**config.mk**
```make
export PLATFORM = sky130hd
export DESIGN_NAME = cmp_timer
export DESIGN_NICKNAME = d
export VERILOG_FILES = /design/src/rtl/cmp_timer_pkg.sv /design/src/rtl/cmp_timer_decode.sv /design/src/rtl/cmp_timer_sys.sv /design/src/rtl/cmp_timer_user.sv /design/src/rtl/cmp_timer.sv
export SDC_FILE = /design/constraint.sdc
export NUM_CORES = 1
export LEC_CHECK = 0
export ABC_AREA = 1
export ABC_CLOCK_PERIOD_IN_PS = 2400
export BUFFER_PORTS_ARGS = -buffer_cell sky130_fd_sc_hd__buf_2
export CAP_MARGIN = 20
export CELL_PAD_IN_SITES_DETAIL_PLACEMENT = 1
export CELL_PAD_IN_SITES_GLOBAL_PLACEMENT = 1
export CORE_ASPECT_RATIO = 0.7
export CORE_MARGIN = 8
export CORE_UTILIZATION = 39
export DETAILED_ROUTE_END_ITERATION = 7
export HOLD_SLACK_MARGIN = 0.03
export PLACE_DENSITY_LB_ADDON = 0.1
export RECOVER_POWER = 100
export SLEW_MARGIN = 15
export SYNTH_ARGS = -nofsm -noshare
export SYNTH_HDL_FRONTEND = slang
export SYNTH_HIERARCHICAL = 1
export SYNTH_SLANG_ARGS = --single-unit
```
**constraint.sdc**
```tcl
create_clock -name clk -period 2.4 [get_ports clk]
set_input_delay 0.36 -clock clk [delete_from_list [all_inputs] [get_ports clk]]
set_output_delay 0.36 -clock clk [all_outputs]
set_load 0.1 [all_outputs]
```
**src/rtl/cmp_timer_pkg.sv**
```systemverilog
package cmp_timer_pkg;

    typedef enum logic [2:0] {
        SEL_LIMIT   = 3'd0,
        SEL_COUNT   = 3'd1,
        SEL_LIM_KEEP = 3'd2,
        SEL_RUNCTL  = 3'd3,
        SEL_MODE    = 3'd4,
        SEL_RSV5    = 3'd5,
        SEL_RSV6    = 3'd6,
        SEL_RSV7    = 3'd7
    } sel_e;

    typedef enum logic {
        MODE_SYS  = 1'b0,
        MODE_USER = 1'b1
    } mode_e;

    typedef struct packed {
        logic        load_limit;
        logic        restart;
        logic        ack;
        logic [30:0] limit_val;
    } sys_ctl_t;

    typedef struct packed {
        logic stop_req;
        logic run_req;
        logic snap;
    } usr_ctl_t;

    function automatic logic [30:0] fix_limit(input logic [31:0] v);
        return (v == 32'd0) ? 31'h7FFF_FFFF : v[30:0];
    endfunction

endpackage

```
**src/rtl/cmp_timer_decode.sv**
```systemverilog
module cmp_timer_decode
    import cmp_timer_pkg::*;
#(
    parameter bit FIXED_SYSTEM = 1'b0
) (
    input  sel_e        sel,
    input  logic        wr_en,
    input  logic        rd_en,
    input  logic [31:0] wdata,
    input  mode_e       mode,
    output sys_ctl_t    sys_ctl,
    output usr_ctl_t    usr_ctl,
    output logic        mode_we
);

    logic is_user;
    assign is_user = (mode == MODE_USER);

    always_comb begin
        sys_ctl.load_limit = wr_en && (sel == SEL_LIMIT || sel == SEL_LIM_KEEP);
        sys_ctl.limit_val  = fix_limit(wdata);
        sys_ctl.ack        = rd_en && (sel == SEL_LIMIT) && !is_user;
        sys_ctl.restart    = (wr_en && sel == SEL_LIMIT) || sys_ctl.ack;

        usr_ctl.stop_req   = wr_en && (sel == SEL_RUNCTL) && is_user && wdata[0];
        usr_ctl.run_req    = wr_en && (sel == SEL_RUNCTL) && is_user && !wdata[0];
        usr_ctl.snap       = rd_en && (sel == SEL_COUNT) && is_user;
    end

    generate
        if (FIXED_SYSTEM) begin : g_fixed
            assign mode_we = 1'b0;
        end else begin : g_switch
            assign mode_we = wr_en && (sel == SEL_MODE);
        end
    endgenerate

endmodule

```
**src/rtl/cmp_timer_sys.sv**
```systemverilog
module cmp_timer_sys
    import cmp_timer_pkg::*;
#(
    parameter int SHIFT = 9,
    parameter int CNT_W = 31 - SHIFT
) (
    input  logic             clk,
    input  logic             rst,
    input  logic             tick,
    input  logic             active,
    input  sys_ctl_t         ctl,
    output logic [30:0]      limit_q,
    output logic [CNT_W-1:0] count_q,
    output logic             reached_q
);

    localparam logic [CNT_W:0] FULL_PERIOD = {1'b1, {CNT_W{1'b0}}};
    localparam logic [CNT_W:0] ONE         = {{CNT_W{1'b0}}, 1'b1};

    logic [CNT_W-1:0] lim_ticks;
    logic [CNT_W:0]   period;
    logic [CNT_W:0]   inc;
    logic             step;
    logic             wrap;

    always_comb begin
        lim_ticks = limit_q[30:SHIFT];
        period    = (lim_ticks == '0) ? FULL_PERIOD : {1'b0, lim_ticks};
        inc       = {1'b0, count_q} + ONE;
        step      = tick && active;
        wrap      = inc >= period;
    end

    always_ff @(posedge clk) begin
        if (rst) begin
            limit_q   <= '0;
            count_q   <= '0;
            reached_q <= 1'b0;
        end else begin
            if (ctl.load_limit)
                limit_q <= ctl.limit_val;

            if (ctl.restart)
                count_q <= '0;
            else if (step)
                count_q <= wrap ? '0 : inc[CNT_W-1:0];

            if (ctl.ack)
                reached_q <= 1'b0;
            else if (step && wrap && !ctl.restart)
                reached_q <= 1'b1;
        end
    end

endmodule

```
**src/rtl/cmp_timer_user.sv**
```systemverilog
module cmp_timer_user
    import cmp_timer_pkg::*;
#(
    parameter int CNT_W  = 22,
    parameter int USER_W = CNT_W + 32
) (
    input  logic              clk,
    input  logic              rst,
    input  logic              tick,
    input  logic              active,
    input  usr_ctl_t          ctl,
    output logic [USER_W-1:0] acc_q,
    output logic              stopped_q,
    output logic [30:0]       snap_q
);

    localparam logic [USER_W-1:0] ONE = {{(USER_W-1){1'b0}}, 1'b1};

    always_ff @(posedge clk) begin
        if (rst) begin
            acc_q     <= '0;
            stopped_q <= 1'b1;
            snap_q    <= '0;
        end else begin
            if (tick && active && !stopped_q)
                acc_q <= acc_q + ONE;

            if (ctl.stop_req)
                stopped_q <= 1'b1;
            else if (ctl.run_req)
                stopped_q <= 1'b0;

            if (ctl.snap)
                snap_q <= acc_q[CNT_W+30:CNT_W];
        end
    end

endmodule

```
**src/rtl/cmp_timer.sv**
```systemverilog
module cmp_timer
    import cmp_timer_pkg::*;
#(
    parameter int SHIFT        = 9,
    parameter bit FIXED_SYSTEM = 1'b0
) (
    input  logic        clk,
    input  logic        rst,
    input  logic        tick,
    input  logic [2:0]  reg_addr,
    input  logic        wr_en,
    input  logic        rd_en,
    input  logic [31:0] wdata,
    output logic [31:0] rdata,
    output logic        irq
);

    localparam int CNT_W  = 31 - SHIFT;
    localparam int USER_W = CNT_W + 32;

    sel_e              sel;
    mode_e             mode_q;
    sys_ctl_t          sys_ctl;
    usr_ctl_t          usr_ctl;
    logic              mode_we;
    logic [30:0]       limit_q;
    logic [CNT_W-1:0]  sys_count;
    logic              reached;
    logic [USER_W-1:0] acc;
    logic              stopped;
    logic [30:0]       snap;
    logic [31:0]       rd_mux;
    logic [31:0]       rdata_q;
    logic              user_on;

    assign sel     = sel_e'(reg_addr);
    assign user_on = (mode_q == MODE_USER);

    cmp_timer_decode #(.FIXED_SYSTEM(FIXED_SYSTEM)) u_decode (
        .sel     (sel),
        .wr_en   (wr_en),
        .rd_en   (rd_en),
        .wdata   (wdata),
        .mode    (mode_q),
        .sys_ctl (sys_ctl),
        .usr_ctl (usr_ctl),
        .mode_we (mode_we)
    );

    cmp_timer_sys #(.SHIFT(SHIFT), .CNT_W(CNT_W)) u_sys (
        .clk       (clk),
        .rst       (rst),
        .tick      (tick),
        .active    (!user_on),
        .ctl       (sys_ctl),
        .limit_q   (limit_q),
        .count_q   (sys_count),
        .reached_q (reached)
    );

    cmp_timer_user #(.CNT_W(CNT_W), .USER_W(USER_W)) u_user (
        .clk       (clk),
        .rst       (rst),
        .tick      (tick),
        .active    (user_on),
        .ctl       (usr_ctl),
        .acc_q     (acc),
        .stopped_q (stopped),
        .snap_q    (snap)
    );

    always_ff @(posedge clk) begin
        if (rst)
            mode_q <= MODE_SYS;
        else if (mode_we)
            mode_q <= mode_e'(wdata[0]);
    end

    always_comb begin
        unique case (sel)
            SEL_LIMIT:  rd_mux = user_on ? {1'b0, snap} : {1'b0, limit_q};
            SEL_COUNT:  rd_mux = user_on ? {1'b0, acc[CNT_W-1:0], {SHIFT{1'b0}}}
                                         : {reached, sys_count, {SHIFT{1'b0}}};
            SEL_RUNCTL: rd_mux = {31'd0, stopped};
            SEL_MODE:   rd_mux = {31'd0, mode_q};
            default:    rd_mux = 32'd0;
        endcase
    end

    always_ff @(posedge clk) begin
        if (rst)
            rdata_q <= '0;
        else if (rd_en)
            rdata_q <= rd_mux;
    end

    assign rdata = rdata_q;
    assign irq   = reached && !user_on;

endmodule

```
==> out/results.txt <==
Crit path required time - 2.77 ns
DRT iter0 DRCs - 676
TritonCTS clock tree - done
DIE HEIGHT - 152.2 µm
Clock Tree Root - clkbuf_16
Crit path largest cell delay - 0.37 ns
worst-path cell chain - nand2_1, nor2_4, buf_4, buf_4, nand2_1, o21ai_1, and2_4, ha_4, a21o_1, nor2_1, nand2_1, nand2_4, buf_12, nand4_1, a21oi_2
# rows - 49
drt first pass iters - 5
CP Class - reg2reg
# hold bufs at CTS - 0
Crit path depth - 15
Mapped Area - 10330 µm²
Max VDD drop - 0.0005961 V
Slew HR - 21.02%
CTS Sinks - 172
initial core utilization - 39.92%
vias in the first global route - 11110
CP Capture Type - flip-flop
PwrDens - 526.4 nW/µm²
R2R depth - 15
Routed Antenna Nets - 0
Mapped Cells - 1636
DP Wirelength - 29.46 mm
die area - 32030 µm²
Ports - 73
Vias - 10970
Final Util - 47.64%
Port Buffers - 72
flop2flop setup slack - -0.18 ns
syn nets - 1701
die width - 210.5 µm
Hold WS - 0.2397 ns
pin count of the biggest net entering global routing - 53
Worst Path Max Fanout - 13
critical path's most frequent cell - nand2_1
antenna fix cells - 0
GRT Total Usage - 24.04%
core footprint - 25870 µm²
status - complete, but fails checks
CP startpoint - u_sys/count_q[10]$_SDFFE_PP0P_
Layout Skew - 0.009185 ns
Tcrit/Tclk final - 107.6%
worst-case clock buffer depth - 2
Setup crit start kind - flip-flop
FF-to-FF End - u_sys/count_q[1]$_SDFFE_PP0P_
Area growth, synth to finish - 19.32%
via density per instance - 5.145
violated checks - setup timing
H-Tree Depth - 4
Max Freq - 0.3873 GHz
gp weighted congestion - 0.9109
maxcap violations - 0
CP top delay family - simple AND/OR/NAND/NOR gates
first-pass GRT wire length - 61.11 mm
wire per inst - 18.17 µm
slowest cell on the critical path - dfxtp_4
Yosys Warn Count - 6
initial antenna violation count - 0
Worst-Margin Slew - 1.190 ns
final net count - 1826
final worst setup slack - -0.1820 ns
cts bufs inserted - 17
final critical-path required period - 2.582 ns
grt total ovfl - 0
Slew Viols, Final - 0
Clock Latency Late Sink - 0.44 ns
worst path buffer plus inverter count - 3
Avg Synthesized Cell Area - 6.313 µm²
Worst R2R Start - u_sys/count_q[10]$_SDFFE_PP0P_
Worst Hold Class - in2reg
crit path to - u_sys/count_q[1]$_SDFFE_PP0P_
Leakage - 5.352 nW
Hold Fails Final Rpt - 0
layout cells sized above 1 - 17.98%
Clock Pin Slew Worst Setup and Hold Paths - 0.07 ns
Final Routed Wirelength - 38.73 mm
RSZ-0062 raised after global routing - yes
Post-route DRC - 0
Crit path arrival time - 2.95 ns
final setup vio count - 28
[layout make-up]
type	instances	area [µm²]
timing repair buffer	170	1104
clock inverter	12	150.1
inverter	176	660.6
clock buffer	20	456.7
tap	357	446.7
multi-input combinational	1224	6031
fill	3501	13550
sequential	172	3476
[through the flow]
stage	power, mW	setup TNS [ns]	cells	setup WS (ns)	area (µm²)
after global placement	3.540	-0.7216	2083	-0.09025	11420
after CTS	6.519	-0.2348	2128	-0.04348	12330
after detailed placement	3.556	-3.550	2083	-0.1966	11420
final	6.487	-3.071	2131	-0.1820	12320
after global routing	6.725	-9.785	2131	-0.2961	12320
after floorplan	3.344	0	1636	0.003688	10360
[report_power, final]
group,total [mW],switching (mW),internal [mW]
Combinational,0.623,0.426,0.197
Sequential,2.92,0.0323,2.89
Clock,2.95,1.32,1.62
Total,6.49,1.78,4.71
[worst register-to-register path, stage by stage (launching register included)]
cell,delay (ns)
dfxtp_4,0.37
nand2_1,0.09
nor2_4,0.21
buf_4,0.14
buf_4,0.09
nand2_1,0.04
o21ai_1,0.19
and2_4,0.19
ha_4,0.20
a21o_1,0.16
nor2_1,0.13
nand2_1,0.10
nand2_4,0.14
buf_12,0.16
nand4_1,0.13
a21oi_2,0.15
[layer usage]
metal	routed length, µm	track usage, %
met5	0	0
met4	467	4.754
met3	1918	5.035
met2	16610	36.41
met1	19730	34.69
[state kept, by name, indices dropped and copies added, names as in the netlist]
name	count
u_sys/reached_q	1
u_sys/count_q	22
rdata	32
u_user/snap_q	31
u_user/acc_q	53
mode_q	1
u_sys/limit_q	31
u_user/stopped_q	1
[repair_timing]
| item | in CTS | in global routing |
|---|---|---|
| gates cloned | 1 | 0 |
| endpoints found under the setup margin | 23 | 23 |
| resized for setup | 55 | 33 |
| buffers inserted | 12 | 3 |
| pin swaps | 18 | 21 |
[placed cells by master, fill, tap and decap left out, types with 5 or more instances in the layout]
master and instances:
nor3_1 11, nand4_1 39, nand3_1 55, buf_2 38
dfxtp_1 154, inv_1 171, ha_1 20, clkbuf_1 37
o21ai_0 78, a21oi_2 10, dfxtp_2 14, a21oi_1 104
clkbuf_16 17, nor2_4 16, buf_4 84, xor2_1 5
buf_12 5, nor2_1 234, clkbuf_2 5, nor2_2 27
o21ai_2 31, nand2_1 526, ha_4 5, o21ai_1 5
inv_6 5, nand2_2 18
[how the worst min path moves through the flow]
stage | from | endpoint | slack (ns) | depth (start not counted)
floorplan | u_sys/reached_q$_SDFFE_PP0P_ | u_sys/reached_q$_SDFFE_PP0P_ | 0.44 | 2
CTS | wdata[2] | u_sys/limit_q[2]$_SDFFE_PP0P_ | 0.22 | 5
detailed placement | rdata[21]$_SDFFE_PP0P_ | rdata[21]$_SDFFE_PP0P_ | 0.46 | 2
global placement | rdata[14]$_SDFFE_PP0P_ | rdata[14]$_SDFFE_PP0P_ | 0.45 | 2
finish | wdata[6] | u_sys/limit_q[6]$_SDFFE_PP0P_ | 0.24 | 5
global route | wdata[6] | u_sys/limit_q[6]$_SDFFE_PP0P_ | 0.25 | 5
(Power assumes the default switching activity.)
